**src/rtl/phase_split_pkg.sv**
```systemverilog
// Package: shared sizing helpers for the carry-split phase accumulator.
// Assumes: widths are at least 2 bits so that both sections are non-empty.
package phase_split_pkg;

    // Width of the lower (carry-producing) section for a given total width.
    function automatic int lo_width(input int total);
        return total / 2;
    endfunction

    // Width of the upper (carry-consuming) section for a given total width.
    function automatic int hi_width(input int total);
        return total - (total / 2);
    endfunction

endpackage

```
**src/rtl/seg_acc_lo.sv**
```systemverilog
// Module: lower accumulator section.
// Adds its addend to its own value every clock with undelayed feedback, and
// registers the carry out of that addition for the section above.
// Assumes: synchronous active-low reset clears the sum and the carry.
module seg_acc_lo #(
    parameter int W = 16
) (
    input  logic         clk,
    input  logic         rst_n,
    input  logic [W-1:0] addend,
    output logic [W-1:0] acc,
    output logic         carry_q
);

    logic [W:0] wide_sum;

    // Full sum including the carry bit out of the section.
    always_comb begin
        wide_sum = {1'b0, acc} + {1'b0, addend};
    end

    // Accumulate and capture the outgoing carry.
    always_ff @(posedge clk) begin
        if (!rst_n) begin
            acc     <= '0;
            carry_q <= 1'b0;
        end else begin
            acc     <= wide_sum[W-1:0];
            carry_q <= wide_sum[W];
        end
    end

endmodule

```
**src/rtl/seg_acc_hi.sv**
```systemverilog
// Module: upper accumulator section.
// Adds a (pre-delayed) addend and a registered carry-in to its own value
// every clock; the overflow of this top section is discarded (modulo wrap).
// Assumes: addend and cin already lag the lower section by one clock.
module seg_acc_hi #(
    parameter int W = 16
) (
    input  logic         clk,
    input  logic         rst_n,
    input  logic [W-1:0] addend,
    input  logic         cin,
    output logic [W-1:0] acc
);

    logic [W-1:0] cin_ext;

    // Zero-extend the carry to the section width.
    always_comb begin
        cin_ext = {{(W-1){1'b0}}, cin};
    end

    // Accumulate modulo 2^W.
    always_ff @(posedge clk) begin
        if (!rst_n) begin
            acc <= '0;
        end else begin
            acc <= acc + addend + cin_ext;
        end
    end

endmodule

```
**src/rtl/pipe_reg.sv**
```systemverilog
// Module: one-cycle alignment register.
// Delays a word by one clock; used to skew the upper increment and the lower sum.
// Assumes: synchronous active-low reset clears it.
module pipe_reg #(
    parameter int W = 16
) (
    input  logic         clk,
    input  logic         rst_n,
    input  logic [W-1:0] d,
    output logic [W-1:0] q
);

    // Single-stage delay.
    always_ff @(posedge clk) begin
        if (!rst_n) begin
            q <= '0;
        end else begin
            q <= d;
        end
    end

endmodule

```
**src/rtl/phase_acc_split.sv**
```systemverilog
// Module: carry-split pipelined phase accumulator (top).
// The phase is split into a lower and an upper section with a registered
// carry between them. The upper increment and the lower sum are each delayed
// one clock so that the output word is coherent and exactly one clock behind
// an unsplit accumulator.
// Assumes: WIDTH >= 2; incr may change on any clock.
module phase_acc_split
    import phase_split_pkg::*;
#(
    parameter int WIDTH = 32
) (
    input  logic             clk,
    input  logic             rst_n,
    input  logic [WIDTH-1:0] incr,
    output logic [WIDTH-1:0] phase,
    output logic             sq_out
);

    localparam int LO_W = lo_width(WIDTH);
    localparam int HI_W = hi_width(WIDTH);

    logic [LO_W-1:0] lo_acc;
    logic            lo_carry_q;
    logic [HI_W-1:0] inc_hi_q;
    logic [HI_W-1:0] hi_acc;
    logic [LO_W-1:0] lo_phase_q;

    // Lower section: undelayed feedback, registered carry out.
    seg_acc_lo #(.W(LO_W)) u_lo (
        .clk     (clk),
        .rst_n   (rst_n),
        .addend  (incr[LO_W-1:0]),
        .acc     (lo_acc),
        .carry_q (lo_carry_q)
    );

    // Skew the upper increment bits by one clock.
    pipe_reg #(.W(HI_W)) u_inc_skew (
        .clk   (clk),
        .rst_n (rst_n),
        .d     (incr[WIDTH-1:LO_W]),
        .q     (inc_hi_q)
    );

    // Upper section consumes the delayed increment and the registered carry.
    seg_acc_hi #(.W(HI_W)) u_hi (
        .clk    (clk),
        .rst_n  (rst_n),
        .addend (inc_hi_q),
        .cin    (lo_carry_q),
        .acc    (hi_acc)
    );

    // Align the lower sum with the upper sum on the output.
    pipe_reg #(.W(LO_W)) u_lo_align (
        .clk   (clk),
        .rst_n (rst_n),
        .d     (lo_acc),
        .q     (lo_phase_q)
    );

    // Assemble the output word and the square wave.
    always_comb begin
        phase  = {hi_acc, lo_phase_q};
        sq_out = hi_acc[HI_W-1];
    end

endmodule

```
**config.mk**
```make
export PLATFORM = sky130hd
export DESIGN_NAME = phase_acc_split
export DESIGN_NICKNAME = d
export VERILOG_FILES = /design/src/rtl/phase_split_pkg.sv /design/src/rtl/seg_acc_lo.sv /design/src/rtl/seg_acc_hi.sv /design/src/rtl/pipe_reg.sv /design/src/rtl/phase_acc_split.sv
export SDC_FILE = /design/constraint.sdc
export NUM_CORES = 1
export LEC_CHECK = 0
export BUFFER_PORTS_ARGS = -buffer_cell sky130_fd_sc_hd__buf_2
export CORE_MARGIN = 4
export CORE_UTILIZATION = 55
export CTS_CLUSTER_DIAMETER = 40
export DETAILED_ROUTE_END_ITERATION = 7
export PLACE_DENSITY = 0.8
export SYNTH_ARGS = -nofsm -noshare
export SYNTH_HDL_FRONTEND = slang
export SYNTH_SLANG_ARGS = --single-unit
```
**constraint.sdc**
```tcl
create_clock -name clk -period 3.2 [get_ports clk]
set_input_delay 0.48 -clock clk [delete_from_list [all_inputs] [get_ports clk]]
set_output_delay 0.48 -clock clk [all_outputs]
set_load 0.005 [all_outputs]
```
==> After elaboration in Yosys (flattened, before gate mapping) <==
Cells that the tools add are included.
{ "word_totals": {"elab_cells": 8, "output_inout_bits": 33, "ff_bits": 65} }
{ "classes": {"n_addsub": 3} }
{ "ops": {"columns": ["cell", "count"], "rows": [
  ["$add 16x16->17", 1],
  ["$add 16x1->16", 1],
  ["$add 16x16->16", 1]
]} }

==> Longest topological paths before layout <==
{ "logic_depth": {"depth_word": 2, "mapped_depth": 9, "ltp_nobuf": 9} }

==> Modules after synthesis <==
A second synthesis with hierarchy kept.
{ "unflattened": {"cells_unflattened": 335, "area_unflattened_um2": 3315.7} }
{ "by_module_without_submodules": {"columns": ["module", "cells_per_inst", "area_per_inst_um2", "seq_area_each_um2", "n_inst"], "rows": [
  ["seg_acc_lo", 131, 1221.2, 340.3, 1],
  ["seg_acc_hi", 137, 1193.6, 320.3, 1],
  ["pipe_reg", 33, 446.7, 320.3, 2],
  ["phase_acc_split", 1, 7.5, 0.0, 1]
]} }

==> Worst setup path after synthesis <==
No wires, ideal clock.
{ "synth_timing": {"path_type": "input to register", "start": "in incr[0]", "end": "reg u_lo.acc[14]", "t_required_ns": 3.079, "n_path_buf": 0, "arrival_time_ns": 2.026, "setup_slack_ns": 1.054, "stages": 8, "path_cell_list": "ha_1 > fa_1 > a211oi_2 > o21ai_2 > a31oi_4 > nor3_1 > nor3_1 > nor3_2"} }
{ "synth_between": {"elab_chain_cells": 1} }
{ "synth_lines": {"columns": ["element", "line", "source"], "rows": [
  ["from (decl)", "phase_acc_split.sv:14", "input logic [WIDTH-1:0] incr,"],
  ["$add 16x16->17", "seg_acc_lo.sv:19", "wide_sum = {1'b0, acc} + {1'b0, addend};"],
  ["to (signal assigned)", "seg_acc_lo.sv:28", "acc <= wide_sum[W-1:0];"],
  ["to (decl)", "seg_acc_lo.sv:11", "output logic [W-1:0] acc,"]
]} }
Every way passes these cells.
A chain may end at the register's enable or synchronous reset.

==> Worst setup path after layout <==
{ "layout_timing": {"start": "reg u_hi.acc[0]", "end": "reg u_hi.acc[14]"} }
{ "layout_between": {"elab_chain_cells": 2} }
{ "layout_lines": {"columns": ["element", "line", "source"], "rows": [
  ["from (decl)", "seg_acc_hi.sv:12", "output logic [W-1:0] acc"],
  ["from (signal assigned)", "seg_acc_hi.sv:27", "acc <= acc + addend + cin_ext;"],
  ["$add 16x16->16", "seg_acc_hi.sv:27", null],
  ["$add 16x1->16", "seg_acc_hi.sv:27", null]
]} }
Every way passes these cells.

==> flow_metrics.tcl <==
set metrics [dict create \
    status "complete, no violations" \
    htree_num_levels 3 \
    routabilityCongestion 0.868 \
    drtPass1Iterations 4 \
    setup_tns_ps 0 \
    holdWs_ps 343 \
    synth_fp_nets 394 \
    arrival_ps 2560 \
    p_leak_nw 1.78 \
    cts_buffers 9 \
    postSynthCellCount 327 \
    cp_slowest_cell "fa_1" \
    regArea_mm2 0.00130 \
    fin_nets 465 \
    synth_warnings 0 \
    startpoint_type "flop" \
    clk_path_buf_depth 2 \
    n_antenna_cell 0 \
    crit_chain "fa_1 -> inv_1 -> fa_1 -> nor2b_4 -> o31a_1 -> o31ai_4 -> o21ai_2 -> a31oi_1 -> mux2i_1" \
    hold_violations 0 \
    cts_resized 0 \
    powerDensity_mw_per_mm2 757 \
    drive_gt1_frac 0.241 \
    cp_top_family "compound AO/OA/AOI/OAI gates" \
    grt.overflow.total 0 \
    io_pins 67 \
    relSlewSlack 0.484 \
    placed_area_mm2 0.00356 \
    hpwl_um 4570 \
    stdcell_area_mm2 0.00377 \
    rows 27 \
    synth-seq-cells 65 \
    wirelength_um 6310 \
    synth-edff-count 0 \
    yosysUniqueCellTypes 45 \
    crit_path_frequent_cell "fa_1" \
    peakVddDrop_v 0.000469 \
    portBuffers 66 \
    num_vias 2491 \
    via_per_inst 5.26 \
    grt_usage 0.190 \
    area_growth_pct 19.2 \
    max-cap-violations 0 \
    critical_path_class "reg -> reg" \
    clock-sinks 65 \
    fillers 461 \
    clkLatencyLatePin_ps 340 \
    ys_async_sr_fraction 0 \
    coreArea_mm2 0.00554 \
    syn-mean-instance-area_um2 9.68 \
    initial_core_util 0.571 \
    wl_per_cell_um 13.3 \
    layout_min_cycle_time_ps 2290 \
    post_cts_buffers 0 \
    slew_violations 0 \
    synth_flop_cell "dfxtp_1" \
    rsz0062_at_grt "no" \
    cts_hold_buf 0 \
    setup_violations 0 \
    cts_tree "yes" \
    worstHoldPathType "in -> reg" \
    crit_required_ps 3470 \
    grt_pass1_wl_um 10600 \
    clkTransAtPathRegs_ps 60 \
    fin_crit_sh 0.716 \
    die_area_mm2 0.00703 \
    die_h_um 83.9 \
    syn_area_mm2 0.00316 \
    multi_input_area_mm2 0.00180 \
    grt_start_max_net_pins 42 \
    die_w_um 83.9 \
    drc 0 \
    fin_worst_skew_ps 6.01 \
    cp_num_buf_inv 1 \
    postRouteAntennaNets 0 \
    grt_pass1_vias 2457 \
    slowest_delay_ps 480 \
    tightest_slew_ps 769 \
    fmax_ghz 0.436 \
    worstPathMaxFanout 3 \
    cts-root-buf "clkbuf_8" \
    ys_seq_area_frac 0.411 \
    end_kind "flop" \
    antenna_found_initial 0 \
    drtIter0Drc 87 \
]
-- state kept, by name, summed over array words and instances, names as in the netlist --
signal,cells
u_lo_align.q,16
u_lo.carry_q,1
u_inc_skew.q,16
u_lo.acc,16
u_hi.acc,16
-- worst paths after layout --
kind                            depth (start not counted)              startpoint  slack (ps)                    endpoint
worst max-delay path                                    9  u_hi.acc[0]$_SDFF_PN0_         910     u_hi.acc[14]$_SDFF_PN0_
worst max register to register                          9  u_hi.acc[0]$_SDFF_PN0_         910     u_hi.acc[14]$_SDFF_PN0_
worst min-delay path                                    2                incr[18]         340  u_inc_skew.q[2]$_SDFF_PN0_
worst min register to register                          1  u_lo.acc[2]$_SDFF_PN0_         470  u_lo_align.q[2]$_SDFF_PN0_
-- placed cells by master, fill, tap and decap left out, drive strengths merged, types with 10 or more instances in the layout --
cell    Yosys  final
and2       37     37
ha         30     30
clkbuf      6     12
buf         1     67
o21ai      22     22
a21o       10     10
xnor2      16     16
dfxtp      65     65
a21oi      23     23
nand2      15     15
nor3       10     10
nor2       32     32
-- synthesized netlist by cell type (2+ instances only) --
library cell,count,share of area
dfxtp_1,65,0.41
and2_1,37,0.073
nor2_1,32,0.038
ha_1,30,0.12
a21oi_1,20,0.032
xnor2_1,16,0.044
nand2_1,15,0.018
o21ai_0,15,0.024
a21o_1,10,0.024
nor3_1,9,0.014
inv_1,7,0.0083
a211oi_1,6,0.014
clkbuf_1,6,0.0071
o21a_1,5,0.012
nand2b_1,4,0.0079
o21ai_2,4,0.011
xor2_1,4,0.011
a21oi_2,3,0.0083
fa_1,3,0.019
o21ai_1,3,0.0047
o21bai_1,3,0.0071
a211oi_2,2,0.0079
a31oi_1,2,0.0040
and3_1,2,0.0040
nand3_1,2,0.0032
nand4_1,2,0.0040
o41ai_2,2,0.010
-- layout make-up --
cell class                 count  share of cell area
clock buffer                  12              0.0385
clock inverter                 3              0.0172
inverter                       8             0.00796
multi-input combinational    247               0.478
sequential                    65               0.345
tap                           72              0.0239
timing repair buffer          67              0.0896
-- per-layer routing --
layer,vias up,global-route usage,wire length [um]
met1,1119,0.204,2640
li1,1296,-,-
met3,14,0.0612,396
met5,-,0,0
met4,0,0.0848,89
met2,62,0.336,3190
-- through the flow --
step	std cells	total power [mW]	util	worst slack [ps]
finish	474	2.85	0.681	908
CTS	474	2.88	0.681	905
global placement	459	2.08	0.643	841
floorplan	327	1.86	-	1050
global route	474	3.07	0.681	739
detailed placement	459	2.12	0.643	750
-- power breakdown --
part	internal, mW	leakage [nW]	switching (mW)
combinational	0.486	1.14	0.556
clock	0.455	0.106	0.294
sequential	0.981	0.539	0.0817
-- cell families after synthesis --
kind of cell    Yosys count  share of synthesized area
xor+xnor                 20                     0.0554
mux                       1                    0.00316
compound gates           85                      0.198
fa+ha+maj                33                      0.138
flops                    65                      0.411
simple gates            108                      0.176
buf+inv                  15                     0.0190
(Power assumes the default switching activity.)
